<file path="src/rtl/irqagg_pkg.sv">
package irqagg_pkg;

    typedef enum logic [1:0] {
        SEL_ENABLE = 2'd0,
        SEL_EVENTS = 2'd1,
        SEL_LEVELS = 2'd2,
        SEL_CLEAR  = 2'd3
    } reg_sel_e;

endpackage

</file>
<file path="src/rtl/irqagg_regport.sv">
module irqagg_regport
    import irqagg_pkg::*;
#(
    parameter int NSRC = 32
) (
    input  logic             clk,
    input  logic             rst_n,
    input  logic [1:0]       bus_sel,
    input  logic             bus_wr,
    input  logic [NSRC-1:0]  bus_wdata,
    input  logic [NSRC-1:0]  events_q,
    input  logic [NSRC-1:0]  levels_q,
    input  logic [NSRC-1:0]  enable_q,
    output logic             enable_wr,
    output logic             clear_wr,
    output logic [NSRC-1:0]  wval,
    output logic [NSRC-1:0]  bus_rdata
);
    localparam int NBYTES = NSRC / 8;

    logic [NSRC-1:0] rsel_val;

    always_comb begin
        enable_wr = bus_wr && (bus_sel == SEL_ENABLE);
        clear_wr  = bus_wr && (bus_sel == SEL_CLEAR);
        case (reg_sel_e'(bus_sel))
            SEL_ENABLE: rsel_val = enable_q;
            SEL_EVENTS: rsel_val = events_q;
            SEL_LEVELS: rsel_val = levels_q;
            default:    rsel_val = '0;
        endcase
    end

    for (genvar g = 0; g < NBYTES; g++) begin : g_swap
        assign wval[g*8 +: 8]      = bus_wdata[(NBYTES-1-g)*8 +: 8];
        assign bus_rdata[g*8 +: 8] = rsel_val[(NBYTES-1-g)*8 +: 8];
    end

    AST_CLEAR_READS_ZERO: assert property (@(posedge clk) disable iff (!rst_n)
        (bus_sel == SEL_CLEAR) |-> (bus_rdata == '0));

endmodule

</file>
<file path="src/rtl/irqagg_capture.sv">
module irqagg_capture #(
    parameter int NSRC = 32
) (
    input  logic             clk,
    input  logic             rst_n,
    input  logic [NSRC-1:0]  src_lines,
    input  logic             enable_wr,
    input  logic             clear_wr,
    input  logic [NSRC-1:0]  wval,
    output logic [NSRC-1:0]  events_q,
    output logic [NSRC-1:0]  levels_q,
    output logic [NSRC-1:0]  enable_q,
    output logic [NSRC-1:0]  events_nx,
    output logic             line_upd
);
    localparam int              MODE_BIT  = NSRC - 1;
    localparam logic [NSRC-1:0] CLR_FIELD = {1'b0, {(NSRC-1){1'b1}}};

    typedef struct packed {
        logic [NSRC-1:0] events;
        logic [NSRC-1:0] levels;
        logic [NSRC-1:0] enable;
    } cap_state_t;

    cap_state_t st_d, st_q;
    logic [NSRC-1:0] changed;
    logic [NSRC-1:0] ev_work;

    always_comb begin
        ev_work = st_q.events;
        if (clear_wr) begin
            if (st_q.enable[MODE_BIT] && wval[MODE_BIT]) begin
                ev_work = '0;
            end else begin
                ev_work = ev_work & ~(wval & CLR_FIELD);
            end
        end

        changed  = src_lines ^ st_q.levels;
        line_upd = |changed;
        if (st_q.enable[MODE_BIT]) begin
            ev_work = ev_work | changed;
        end else begin
            ev_work = (ev_work | (changed & src_lines)) & ~(changed & ~src_lines);
        end
        if (line_upd) begin
            ev_work = ev_work & st_q.enable;
        end

        st_d.events = ev_work;
        st_d.levels = src_lines;
        st_d.enable = enable_wr ? wval : st_q.enable;
    end

    always_ff @(posedge clk or negedge rst_n) begin
        if (!rst_n) begin
            st_q <= '0;
        end else begin
            st_q <= st_d;
        end
    end

    assign events_q  = st_q.events;
    assign levels_q  = st_q.levels;
    assign enable_q  = st_q.enable;
    assign events_nx = st_d.events;

    AST_LEVELS_FOLLOW: assert property (@(posedge clk) disable iff (!rst_n)
        $past(rst_n) |-> (levels_q == $past(src_lines)));

    AST_ENABLE_GATES: assert property (@(posedge clk) disable iff (!rst_n)
        ($past(rst_n) && $past(line_upd)) |-> ((events_q & ~$past(enable_q)) == '0));

    AST_FULL_WIPE: assert property (@(posedge clk) disable iff (!rst_n)
        ($past(rst_n) && $past(clear_wr && enable_q[MODE_BIT] && wval[MODE_BIT] && !line_upd))
        |-> (events_q == '0));

endmodule

</file>
<file path="src/rtl/irqagg_cpu_latch.sv">
module irqagg_cpu_latch #(
    parameter int NSRC = 32
) (
    input  logic             clk,
    input  logic             rst_n,
    input  logic             line_upd,
    input  logic             clear_wr,
    input  logic [NSRC-1:0]  events_nx,
    input  logic [NSRC-1:0]  events_q,
    output logic             irq_q
);
    logic irq_d;

    always_comb begin
        irq_d = irq_q;
        if (line_upd && (|events_nx)) begin
            irq_d = 1'b1;
        end else if (clear_wr && (events_nx == '0)) begin
            irq_d = 1'b0;
        end
    end

    always_ff @(posedge clk or negedge rst_n) begin
        if (!rst_n) begin
            irq_q <= 1'b0;
        end else begin
            irq_q <= irq_d;
        end
    end

    AST_PENDING_HOLDS_IRQ: assert property (@(posedge clk) disable iff (!rst_n)
        (|events_q) |-> irq_q);

    AST_NO_SPURIOUS_DROP: assert property (@(posedge clk) disable iff (!rst_n)
        ($past(rst_n) && $fell(irq_q)) |-> ($past(clear_wr) && (events_q == '0)));

endmodule

</file>
<file path="src/rtl/irq_aggregator.sv">
module irq_aggregator #(
    parameter int NSRC = 32
) (
    input  logic             clk,
    input  logic             rst_n,
    input  logic [NSRC-1:0]  src_lines,
    input  logic [1:0]       bus_sel,
    input  logic             bus_wr,
    input  logic [NSRC-1:0]  bus_wdata,
    output logic [NSRC-1:0]  bus_rdata,
    output logic             cpu_irq
);
    logic             enable_wr;
    logic             clear_wr;
    logic [NSRC-1:0]  wval;
    logic [NSRC-1:0]  events_q;
    logic [NSRC-1:0]  levels_q;
    logic [NSRC-1:0]  enable_q;
    logic [NSRC-1:0]  events_nx;
    logic             line_upd;

    irqagg_regport #(.NSRC(NSRC)) u_port (
        .clk       (clk),
        .rst_n     (rst_n),
        .bus_sel   (bus_sel),
        .bus_wr    (bus_wr),
        .bus_wdata (bus_wdata),
        .events_q  (events_q),
        .levels_q  (levels_q),
        .enable_q  (enable_q),
        .enable_wr (enable_wr),
        .clear_wr  (clear_wr),
        .wval      (wval),
        .bus_rdata (bus_rdata)
    );

    irqagg_capture #(.NSRC(NSRC)) u_cap (
        .clk       (clk),
        .rst_n     (rst_n),
        .src_lines (src_lines),
        .enable_wr (enable_wr),
        .clear_wr  (clear_wr),
        .wval      (wval),
        .events_q  (events_q),
        .levels_q  (levels_q),
        .enable_q  (enable_q),
        .events_nx (events_nx),
        .line_upd  (line_upd)
    );

    irqagg_cpu_latch #(.NSRC(NSRC)) u_latch (
        .clk       (clk),
        .rst_n     (rst_n),
        .line_upd  (line_upd),
        .clear_wr  (clear_wr),
        .events_nx (events_nx),
        .events_q  (events_q),
        .irq_q     (cpu_irq)
    );

endmodule

</file>
<file path="config.mk">
export PLATFORM = sky130hd
export DESIGN_NAME = irq_aggregator
export DESIGN_NICKNAME = d
export VERILOG_FILES = /design/src/rtl/irqagg_pkg.sv /design/src/rtl/irqagg_regport.sv /design/src/rtl/irqagg_capture.sv /design/src/rtl/irqagg_cpu_latch.sv /design/src/rtl/irq_aggregator.sv
export SDC_FILE = /design/constraint.sdc
export NUM_CORES = 1
export LEC_CHECK = 0
export ABC_AREA = 1
export BUFFER_PORTS_ARGS = -buffer_cell sky130_fd_sc_hd__buf_2
export CAP_MARGIN = 20
export CELL_PAD_IN_SITES_DETAIL_PLACEMENT = 0
export CELL_PAD_IN_SITES_GLOBAL_PLACEMENT = 1
export CORE_MARGIN = 2
export CORE_UTILIZATION = 30
export CTS_BUF_LIST = sky130_fd_sc_hd__clkbuf_16
export CTS_CLUSTER_DIAMETER = 200
export CTS_CLUSTER_SIZE = 12
export DETAILED_ROUTE_END_ITERATION = 7
export GPL_TIMING_DRIVEN = 0
export PLACE_DENSITY = 0.62
export REMOVE_ABC_BUFFERS = 1
export SKIP_LAST_GASP = 1
export SYNTH_ARGS = -nofsm -noshare
export SYNTH_HDL_FRONTEND = slang
export SYNTH_SLANG_ARGS = --single-unit
</file>
<file path="constraint.sdc">
create_clock -name clk -period 1.6 [get_ports clk]
set_input_delay 0.08 -clock clk [delete_from_list [all_inputs] [get_ports clk]]
set_output_delay 0.08 -clock clk [all_outputs]
set_load 0.01 [all_outputs]
</file>
; Yosys cells after proc, flatten, opt, wreduce, memory -nomap -nowiden
; Cells that the tools add are included.
; W data, S select, Z words.
[word_totals]
register_bits = 97
latchBits = 0
mem_bits_rw = 0
romBits = 0
in_bits = 69
n_memories = 0
[op_classes]
n_addsub = 0
multipliers = 0
n_div = 0
magnitude_cmp = 0
n_eq_ne = 3
shift = 0
n_mux = 7
n_bitwise = 11
reduce_logical = 10
[op_table]
columns = cell, n
row1 = $and A32 B32 Y32, 5
row2 = $mux W32, 4
row3 = $pmux W32 S3, 1
row4 = $not A32 Y32, 2
row5 = $or A32 B32 Y32, 2
row6 = $reduce_or A32 Y1, 2
row7 = $logic_not A32 Y1, 1
row8 = $not A31 Y32, 1
row9 = $xor A32 B32 Y32, 1
row10 = $logic_and A1 B1 Y1, 5
row11 = $eq A2 B2 Y1 const B, 2
row12 = $eq A2 B1 Y1 const B, 1
row13 = $logic_not A2 Y1, 1
row14 = $mux W1, 2
row15 = $reduce_bool A2 Y1, 1

; Depth between registers and ports, before layout
; Gate-level depths: netlist of the first run.
[logic_depth]
ltp_word = 13
mapped_depth = 19

; Modules after synthesis
; A second synthesis of the first run with hierarchy kept.
[hier_totals]
cells_unflattened = 884
hier_area_um2 = 6068.3
[by_module_without_submodules]
columns = mod, instances, cells_per_inst, area_per_inst_um2, seq_area_each_um2
row1 = irqagg_capture, 1, 666, 4865.9, 2402.3
row2 = irqagg_regport, 1, 183, 1047.3, 0.0
row3 = irqagg_cpu_latch, 1, 35, 155.1, 25.0

; Least setup slack after synthesis of the first run
; OpenSTA, ideal clock, no wires.
[synth_path]
path_kind = register -> register
from = reg u_cap.st_q, in the netlist u_cap.levels_q[16]
to = reg u_latch.irq_q
setup_ps = 62
t_arrival_ps = 1541
required_time_ps = 1538
slack_ps = -3
path_stages_with_launch = 19
synth_period_minus_slack_ps = 1603
cell_sequence = dfrtp_1 > inv_2 > nor2_1 > nor2_1 > nand2_1 > nor2_1 > nand2_1 > nor2_1 > nand2_2 > buf_6 > nand2_1 > nand2_1 > nand2_1 > nor2_1 > nand2_1 > nor2_1 > nand3_1 > nand2_1 > inv_1
[synth_via]
elab_chain_cells = 10
[synth_lines]
columns = element, line
row1 = start: declaration, irqagg_capture.sv:25  ; cap_state_t st_d, st_q;
row2 = start signal: assignment, irqagg_capture.sv:59  ; st_q <= st_d;
row3 = $xor A32 B32 Y32 *, irqagg_capture.sv:39  ; changed = src_lines ^ st_q.levels;
row4 = $and A32 B32 Y32, irqagg_capture.sv:44  ; ev_work = (ev_work | (changed & src_lines)) & ~(changed & ~src_lines);
row5 = $or A32 B32 Y32 / $not A32 Y32 (equally long branches), irqagg_capture.sv:44
row6 = $and A32 B32 Y32, irqagg_capture.sv:44
row7 = $mux W32, irqagg_capture.sv:41  ; if (st_q.enable[MODE_BIT]) begin
row8 = $and A32 B32 Y32, irqagg_capture.sv:47  ; ev_work = ev_work & st_q.enable;
row9 = $mux W32, irqagg_capture.sv:46  ; if (line_upd) begin
row10 = $reduce_or A32 Y1 / $logic_not A32 Y1 (equally long branches), "irqagg_cpu_latch.sv:16, irqagg_cpu_latch.sv:18"
row11 = $logic_and A1 B1 Y1 (on tied branches), "irqagg_cpu_latch.sv:16, irqagg_cpu_latch.sv:18"
row12 = $mux W1 / $reduce_bool A2 Y1 (equally long branches), --
row13 = end signal: assignment, irqagg_cpu_latch.sv:27  ; irq_q <= irq_d;
row14 = end: declaration, irqagg_cpu_latch.sv:10  ; output logic irq_q
; Every way passes the cells marked *; elsewhere a longest branch is shown, timed or not.
; A chain may end at the register's enable or synchronous reset.

; Worst setup path in the final report of the first run
[layout_path]
from = reg u_cap.st_q, in the netlist u_cap.levels_q[18]
to = reg u_latch.irq_q
; The elaborated chain is that of the path after synthesis.

==> impl_metrics.csv, run 1 <==
group,metric,value,unit
worst_setup_path,cp_max_fo,10,
grt,grt_use_total,0.2015,
pwr,p_leak,4.021,nW
job,drv_cap,0,
grt,antenna_found_initial,0,
grt,grt_util_met3,0.02875,
cts,cts_buffers,9,
layout,drive_above_1_share,0.2759,
floorplanning,core_area,17840,sq um
layout,multiInputGateArea,2549,sq um
layout,final_common_cell,"nand2_1",
grt,met1_usage,0.2620,
detailed_routing,final_antenna_net_count,0,
logic_synthesis,yosysTopAreaCell,"dfrtp_1",
cts,cts_tree,"done",
detailed_routing,drc,0,
worst_setup_path,r2r_start,"u_cap.levels_q[18]",
logic_synthesis,ys_warn_count,0,
outcome,violations,"setup timing",
worst_setup_path,r2r_slack,-0.44,ns
placement,port_buffers,101,
grt,grt_pass1_vias,5445,
logic_synthesis,syn_inst,755,
pwr,powerDensity,904.6,nW/um^2
floorplanning,pin_count,102,
logic_synthesis,ys_ff_latch,97,
sta,fmax,0.4913,GHz
pwr,ir_worst_vdd,528.6,uV
detailed_routing,wire_per_inst,16.58,microns
floorplanning,die-area,19160,sq um
layout,fillers,1818,
outcome,run_status,"finished, violations left",
detailed_routing,drtPass1Iterations,5,
detailed_routing,vias,5434,
sta,final-max-slew-violation-count,0,
grt,busiest_layer,"met2",
grt,met2_usage,0.3374,
logic_synthesis,syn_avg_cell_area,7.181,sq um
cts,root_buffer,"clkbuf_16",
worst_setup_path,timing.rr.end,"u_latch.irq_q",
layout,layout.nets,981,
sta,final.period_utilization,1.272,
sta,clock_skew,0.007139,ns
layout,area_delta_synth_final,37.32,%
placement,place_inst,1057,
grt,grt_pass1_wl,30.06,mm
worst_hold_path,hold_end,"u_cap.enable_q[5]",
logic_synthesis,ys_seq_area_frac,0.4477,
layout,layout.cells.non_filler,1146,
cts,clock_latency,0.35,ns
placement,dp_hpwl,11.15,mm
logic_synthesis,syn_area,5421,sq um
detailed_routing,routed_via_density,4.742,
grt,grt_max_degree,51,
logic_synthesis,synth_cell_types,30,
sta,setup_ws,-0.4356,ns
logic_synthesis,synth_top_cell_area_share,0.4477,
worst_setup_path,crit_path_start_kind,"flop",
layout,regArea,2431,sq um
detailed_routing,drt-total-wl,19.00,mm
cts,cts.clk_slew.worst_paths,0.07,ns
floorplanning,rows,49,
worst_setup_path,end_kind,"flop",
layout,diodes,0,
sta,rsz0062_at_grt,"true",
detailed_routing,drt-initial-drc-count,263,
placement,dp_slack,-1.394,ns
worst_setup_path,crit_type,"reg -> reg",
cts,cts_sinks,97,
sta,finalSetupViolCount,33,
worst_setup_path,crit_arrival,2.33,ns
sta,hold_viol,0,
cts,cts-htree-levels,3,
logic_synthesis,netlist_top_cells_area,"dfrtp_1 45%, nand2_1 14%, inv_1 11%",
sta,slew_headroom,0.5249,
floorplanning,die-height,138.4,microns
cts,clock_tree.buffer_depth,2,
layout,postLayoutCellArea,7445,sq um
worst_setup_path,worstPathRequired,1.89,ns
worst_hold_path,hp-class,"in -> reg",
layout,mostFrequentLayoutCells,"168 x nand2_1, 152 x inv_1, 99 x buf_2",
placement,dpl_cell_area,6143,sq um
worst_hold_path,holdCritStartpoint,"bus_wdata[29]",
grt,overflow,0,
sta,worstMarginPinSlew,0.7126,ns
placement,place.gp.congestion,0.7885,
sta,finalCriticalPeriod,2.036,ns
floorplanning,initial_core_util,0.3039,
worst_setup_path,r2r_cells,18,
floorplanning,dieWidth,138.4,microns
worst_hold_path,whs_path_depth,3,
cells in the mapped netlist:
| library cell | number |
|---|---|
| nand2_2 | 2 |
| xnor2_1 | 7 |
| buf_2 | 5 |
| nand3_1 | 20 |
| a21oi_1 | 15 |
| o221ai_1 | 13 |
| nor2_8 | 1 |
| o211ai_1 | 19 |
| buf_4 | 2 |
| a22oi_1 | 1 |
| nor2_1 | 74 |
| o2bb2ai_1 | 1 |
| nand4_1 | 18 |
| o21ai_1 | 2 |
| a31oi_1 | 3 |
| clkbuf_1 | 21 |
| a21oi_2 | 4 |
| o21ai_0 | 35 |
| dfrtp_1 | 97 |
| nand2_1 | 206 |
| inv_1 | 157 |
| nor3_1 | 3 |
| clkinv_1 | 1 |
| a32oi_1 | 15 |
| buf_6 | 3 |
| o22ai_1 | 8 |
| o22ai_2 | 1 |
| o31ai_1 | 3 |
| inv_2 | 16 |
| or2_2 | 2 |
where the power goes:
group          total, mW  internal [mW]  switching [mW]  leakage, nW
clock               1.99           1.02           0.969        0.130
combinational       1.81          0.725            1.08         2.69
sequential          2.93           2.73           0.201         1.20
total               6.73           4.48            2.25         4.02
logic make-up (layout without fill, tap and decap cells):
| logic type | after synthesis | count (layout) | share of synthesized area |
|---|---|---|---|
| AND/OR/NAND/NOR | 326 | 330 | 0.2442 |
| AO/OA/AOI/OAI | 120 | 120 | 0.1482 |
| buffers and inverters | 205 | 363 | 0.1486 |
| flip-flops | 97 | 97 | 0.4477 |
| XOR/XNOR | 7 | 7 | 0.01131 |
per-stage QoR:
| step | TNS, ns | total power, mW | util | hold WS [ns] |
|---|---|---|---|---|
| after detailed placement | -57.51 | 4.432 | 0.3443 | 0.1774 |
| after global placement | -321.69 | 4.383 | 0.3397 | 0.2148 |
| final | -2.058 | 6.734 | 0.4173 | 0.003275 |
| after global routing | -5.954 | 7.135 | 0.4173 | 0.01913 |
| after CTS | -1.140 | 6.692 | 0.4080 | 0.0004455 |
| after floorplan | -37.52 | 3.813 | - | -0.2156 |
timing repair:
item / 4_1_cts / 5_1_grt
hold endpoints to repair: 80 / 0
gates cloned: 5 / 0
setup buffers: 40 / 6
resized for setup: 64 / 54
hold buffers: 34 / 0
setup endpoints to repair: 66 / 42
pin swaps: 37 / 10
layout make-up:
cell class              instances  area share
clock inverters                 7    0.003866
repair buffers                172      0.1674
well taps                     229     0.03849
flip-flops and latches         97      0.3266
clock buffers                   9     0.03025
inverters                     174     0.09042
repair inverters                1   0.0006723
multi-input cells             457      0.3424
layer usage:
metal	up-vias	share of wire
met2	124	0.49
li1	2689	-
met3	33	0.037
met4	0	0.022
met5	-	0
met1	2588	0.45
worst max-delay path by stage:
stage | from | to | slack [ns] | depth (start not counted)
global placement | bus_sel[0] | u_cap.enable_q[10] | -4.49 | 4
floorplan | bus_sel[0] | u_cap.enable_q[0] | -1.09 | 3
CTS | u_cap.levels_q[18] | u_latch.irq_q | -0.40 | 18
global route | u_cap.levels_q[18] | u_latch.irq_q | -0.64 | 18
detailed placement | u_cap.enable_q[31] | u_latch.irq_q | -1.39 | 13
finish | u_cap.levels_q[18] | u_latch.irq_q | -0.44 | 18
flip-flops by register name, indices dropped and copies added, names as in the netlist:
signal and flops:
u_latch.irq_q 1, u_cap.enable_q 32, u_cap.levels_q 32, u_cap.events_q 32
worst max-delay path, cell delays in order (launching register included):
cell	delay, ns
dfrtp_1	0.40
inv_2	0.09
nor2_4	0.04
nor2_4	0.14
nand2_2	0.10
nor2_4	0.10
nand2_2	0.08
nor2_4	0.20
nand2_4	0.09
buf_12	0.15
nand2_1	0.05
nand2_1	0.08
nand2_1	0.12
nor2_4	0.05
nand2_1	0.05
nor2_1	0.04
nand3_1	0.07
nand2_1	0.06
inv_1	0.04
Note: power is estimated with default switching activity, not from simulation.
==> run 2: changes to the inputs <==
BUFFER_PORTS_ARGS = -buffer_cell sky130_fd_sc_hd__buf_4   (was -buffer_cell sky130_fd_sc_hd__buf_2)
CTS_BUF_LIST = sky130_fd_sc_hd__clkbuf_2 sky130_fd_sc_hd__clkbuf_4 sky130_fd_sc_hd__clkbuf_8   (was sky130_fd_sc_hd__clkbuf_16)
==> impl_metrics.csv, run 2 (synthesis results as in run 1) <==
group,metric,value,unit
outcome,run_status,"finished, violations left",
outcome,violations,"setup timing",
grt,grt_use_total,0.2020,
worst_setup_path,path_cells,"inv_2 -> nor2_4 -> nor2_4 -> nand2_4 -> nor2_4 -> nand2_2 -> nor2_4 -> nand2_4 -> buf_12 -> nand2_4 -> nand2_4 -> nand2_4 -> nor2_2 -> nand2_2 -> nor2_4 -> nand3_2 -> nand2_2 -> inv_2",
detailed_routing,drt-total-wl,19.42,mm
cts,cts-htree-levels,3,
layout,area_delta_synth_final,47.50,%
detailed_routing,vias,5551,
sta,finalSetupViolCount,33,
sta,holdWs,0.008248,ns
grt,overflow,0,
layout,final_common_cell,"nand2_1",
worst_setup_path,end_kind,"flop",
detailed_routing,drt-initial-drc-count,402,
layout,layout.cells.non_filler,1168,
layout,layout.nets,1006,
worst_setup_path,crit_type,"reg -> reg",
sta,finalCriticalPeriod,2.046,ns
worst_hold_path,whs_path_depth,3,
cts,clock_latency,0.38,ns
sta,worstMarginPinSlew,0.6985,ns
placement,port_buffers,101,
sta,slew_headroom,0.5343,
floorplanning,core_area,17840,sq um
pwr,finalPower,6.532,mW
sta,final.period_utilization,1.279,
sta,final-max-slew-violation-count,0,
sta,setup_ws,-0.4459,ns
worst_setup_path,slowest_delay,0.41,ns
cts,cts.clk_slew.worst_paths,0.09,ns
worst_setup_path,r2r_cells,18,
worst_setup_path,cp_max_fo,5,
worst_setup_path,crit_buf_inv,3,
grt,antenna_found_initial,0,
worst_hold_path,hp-class,"in -> reg",
floorplanning,initial_core_util,0.3039,
cts,clock_tree.buffer_depth,2,
pwr,p_leak,4.183,nW
sta,hold_viol,0,
worst_setup_path,cp_slowest_cell,"dfrtp_1",
floorplanning,rows,49,
worst_setup_path,crit_arrival,2.37,ns
placement,dp_hpwl,11.15,mm
cts,cts_buffers,9,
pwr,ir_worst_vdd,363.6,uV
grt,grt_pass1_vias,5543,
floorplanning,dieWidth,138.4,microns
layout,diodes,0,
detailed_routing,wire_per_inst,16.62,microns
grt,grt_pass1_wl,30.15,mm
pwr,powerDensity,816.9,nW/um^2
detailed_routing,drc,0,
placement,dp_slack,-1.458,ns
worst_setup_path,worstPathRequired,1.93,ns
detailed_routing,routed_via_density,4.753,
cts,cts_tree,"done",
sta,fmax,0.4888,GHz
placement,place_inst,1057,
floorplanning,pin_count,102,
cts,cts_sinks,97,
layout,mostFrequentLayoutCells,"146 x nand2_1, 143 x inv_1, 123 x buf_4",
layout,drive_above_1_share,0.3142,
sta,clock_skew,0.006703,ns
cts,root_buffer,"clkbuf_8",
sta,setup_tns,-3.854,ns
sta,rsz0062_at_grt,"true",
grt,grt_max_degree,51,
worst_setup_path,path_depth,18,
detailed_routing,drtPass1Iterations,5,
floorplanning,die-area,19160,sq um
placement,place.gp.congestion,0.7937,
floorplanning,die-height,138.4,microns
job,drv_cap,0,
worst_setup_path,crit_path_start_kind,"flop",
worst_setup_path,path_delay_family,"simple AND/OR/NAND/NOR gates",
detailed_routing,final_antenna_net_count,0,
==> run 2: per-stage QoR <==
stage | util | cell area [sq um]
2_1_floorplan | - | 5269
3_5_place_dp | 0.3584 | 6394
6_report | 0.4482 | 7996
3_3_place_gp | 0.3539 | 6314
4_1_cts | 0.4272 | 7622
5_1_grt | 0.4482 | 7996
==> run 2: what timing repair did <==
| item | in CTS | in global routing |
|---|---|---|
| endpoints found under the setup margin | 66 | 36 |
| pin swaps | 37 | 43 |
| hold endpoints to repair | 105 | 0 |
| buffers inserted | 29 | 10 |
| gates resized for setup | 70 | 96 |
| hold buffers | 59 | 0 |
| gates cloned | 6 | 0 |
==> run 2: area by class of cell <==
class                           count  area [sq um]
Clock buffer                       12         152.6
Clock inverter                      1         5.005
Fill cell                        1790          9844
Inverter                          174         660.6
Multi-Input combinational cell    457          2705
Sequential cell                    97          2431
Tap cell                          229         286.5
Timing Repair Buffer              197          1750
Timing Repair inverter              1         5.005
==> run 2: final timing paths <==
kind / start / end / slack (ns)
hold reg to reg: u_cap.enable_q[3] / u_cap.enable_q[3] / 0.52
setup / recovery: u_cap.levels_q[18] / u_latch.irq_q / -0.45
setup reg to reg: u_cap.levels_q[18] / u_latch.irq_q / -0.45
min in group asynchronous: rst_n / u_cap.levels_q[20] / 0.28
max in group asynchronous: rst_n / u_cap.enable_q[31] / 0.61
hold / removal: bus_wdata[5] / u_cap.enable_q[29] / 0.008
==> run 2: where the power goes <==
part           leakage [nW]  internal [mW]  switching (mW)  total, mW
sequential             1.20           2.73           0.194       2.92
combinational          2.90          0.908            1.19       2.09
clock                0.0850          0.618           0.895       1.51
==> run 2: tightest hold or removal path, stage by stage <==
cell	delay (ns)
buf_4	0.12
inv_1	0.06
o21ai_0	0.09
==> run 2: layer usage <==
layer / share of wire / track usage / vias up
li1: - / - / 2722
met1: 0.45 / 0.2719 / 2658
met2: 0.48 / 0.3286 / 143
met3: 0.041 / 0.03014 / 28
met4: 0.021 / 0.07948 / 0
met5: 0 / 0 / -
==> run 3: changes to the inputs <==
SETUP_SLACK_MARGIN = 0.3   (was unset)
==> impl_metrics.csv, run 3 (synthesis results as in run 1) <==
group,metric,value,unit
outcome,run_status,"finished, violations left",
outcome,violations,"setup timing",
layout,multiInputGateArea,2770,sq um
detailed_routing,drtPass1Iterations,5,
cts,cts.clk_slew.worst_paths,0.10,ns
worst_setup_path,slowest_delay,0.39,ns
floorplanning,pin_count,102,
sta,worstMarginPinSlew,0.7095,ns
sta,slew_headroom,0.5270,
detailed_routing,routed_via_density,4.845,
layout,layout.cells.non_filler,1182,
grt,grt_use_total,0.2075,
worst_setup_path,crit_path_start_kind,"flop",
floorplanning,core_area,17840,sq um
cts,cts_buffers,9,
worst_setup_path,cp_max_fo,2,
sta,setup_ws,-0.4938,ns
layout,layout.nets,1020,
placement,dp_slack,-1.458,ns
pwr,finalPower,6.575,mW
placement,port_buffers,101,
pwr,p_leak,4.284,nW
grt,grt_pass1_vias,5686,
grt,grt_pass1_wl,30.99,mm
detailed_routing,final_antenna_net_count,0,
sta,fmax,0.4776,GHz
worst_setup_path,end_kind,"output port",
floorplanning,initial_core_util,0.3039,
grt,antenna_found_initial,0,
sta,final.period_utilization,1.309,
layout,postLayoutCellArea,8192,sq um
layout,mostFrequentLayoutCells,"152 x nand2_1, 137 x inv_1, 126 x buf_4",
cts,cts-htree-levels,3,
sta,hold_viol,0,
cts,cts_tree,"done",
detailed_routing,drc,0,
worst_setup_path,cp_slowest_cell,"dfrtp_1",
grt,grt_max_degree,51,
layout,area_delta_synth_final,51.10,%
placement,place_inst,1057,
detailed_routing,drt-total-wl,20.02,mm
floorplanning,dieWidth,138.4,microns
cts,root_buffer,"clkbuf_8",
layout,final_util,0.4591,
worst_setup_path,path_cells,"inv_2 -> buf_4 -> buf_6 -> buf_6 -> buf_6 -> buf_6 -> buf_6 -> buf_4 -> buf_4 -> o211ai_1 -> buf_4",
detailed_routing,drt-initial-drc-count,346,
sta,rsz0062_at_grt,"true",
detailed_routing,vias,5727,
layout,fillers,1783,
detailed_routing,wire_per_inst,16.93,microns
layout,regArea,2431,sq um
worst_setup_path,path_common_cell,"buf_6",
placement,place.gp.congestion,0.7937,
sta,final-max-slew-violation-count,0,
job,drv_cap,0,
sta,finalSetupViolCount,34,
floorplanning,rows,49,
placement,dp_hpwl,11.15,mm
floorplanning,die-area,19160,sq um
sta,setup_tns,-3.225,ns
cts,cts_sinks,97,
worst_setup_path,worstPathRequired,1.52,ns
grt,overflow,0,
worst_setup_path,crit_arrival,2.01,ns
sta,holdWs,0.01497,ns
worst_hold_path,hp-class,"in -> reg",
worst_setup_path,crit_type,"reg -> out",
layout,final_common_cell,"nand2_1",
layout,drive_above_1_share,0.3263,
sta,finalCriticalPeriod,2.094,ns
layout,diodes,0,
cts,clock_latency,0.38,ns
sta,clock_skew,0.01014,ns
cts,clock_tree.buffer_depth,2,
pwr,ir_worst_vdd,352.7,uV
pwr,powerDensity,802.7,nW/um^2
floorplanning,die-height,138.4,microns
placement,dpl_cell_area,6394,sq um
## run 3: path summary, 6_finish.rpt
path,to,startpoint,slack [ns],cells past startpoint
worst min register to register,u_cap.enable_q[3],u_cap.enable_q[3],0.52,2
worst min-delay path,u_cap.enable_q[19],bus_wdata[11],0.01,3
max in group asynchronous,u_cap.enable_q[31],rst_n,0.59,3
worst max register to register,u_latch.irq_q,u_cap.levels_q[23],-0.48,18
min in group asynchronous,u_cap.levels_q[20],rst_n,0.28,2
worst max-delay path,bus_rdata[10],u_cap.levels_q[18],-0.49,11
## run 3: area by class of cell
| class | count | share of cell area |
|---|---|---|
| Timing Repair inverter | 1 | 0.0009164 |
| Timing Repair Buffer | 209 | 0.2288 |
| Clock inverter | 1 | 0.0006110 |
| Multi-Input combinational cell | 459 | 0.3382 |
| Clock buffer | 12 | 0.01863 |
| Sequential cell | 97 | 0.2968 |
| Tap cell | 229 | 0.03498 |
| Inverter | 174 | 0.08111 |
## run 3: critical path: cells and delay by family, from the launching register on
| family | cells | cell delay [ns] |
|---|---|---|
| buffers and inverters | 10 | 1.07 |
| flip-flops | 1 | 0.39 |
| AO/OA/AOI/OAI | 1 | 0.16 |
## run 3: what timing repair did
action,4_1_cts,5_1_grt
cloned,8,0
hold endpoints to repair,105,0
setup endpoints to repair,86,81
gates resized for setup,106,83
hold buffers,59,0
setup buffers,36,9
pin swaps,41,40
## run 3: metal layers
metal,GRT usage,vias up,share of wire,wire length (microns)
li1,-,2750,-,-
met1,0.2758,2765,0.43,8694
met5,0,-,0,0
met4,0.07948,0,0.027,539
met2,0.3437,174,0.49,9725
met3,0.02979,38,0.053,1056
## run 3: power by group
part           internal (mW)  switching [mW]
clock network          0.618           0.883
registers               2.73           0.197
logic                  0.940            1.21
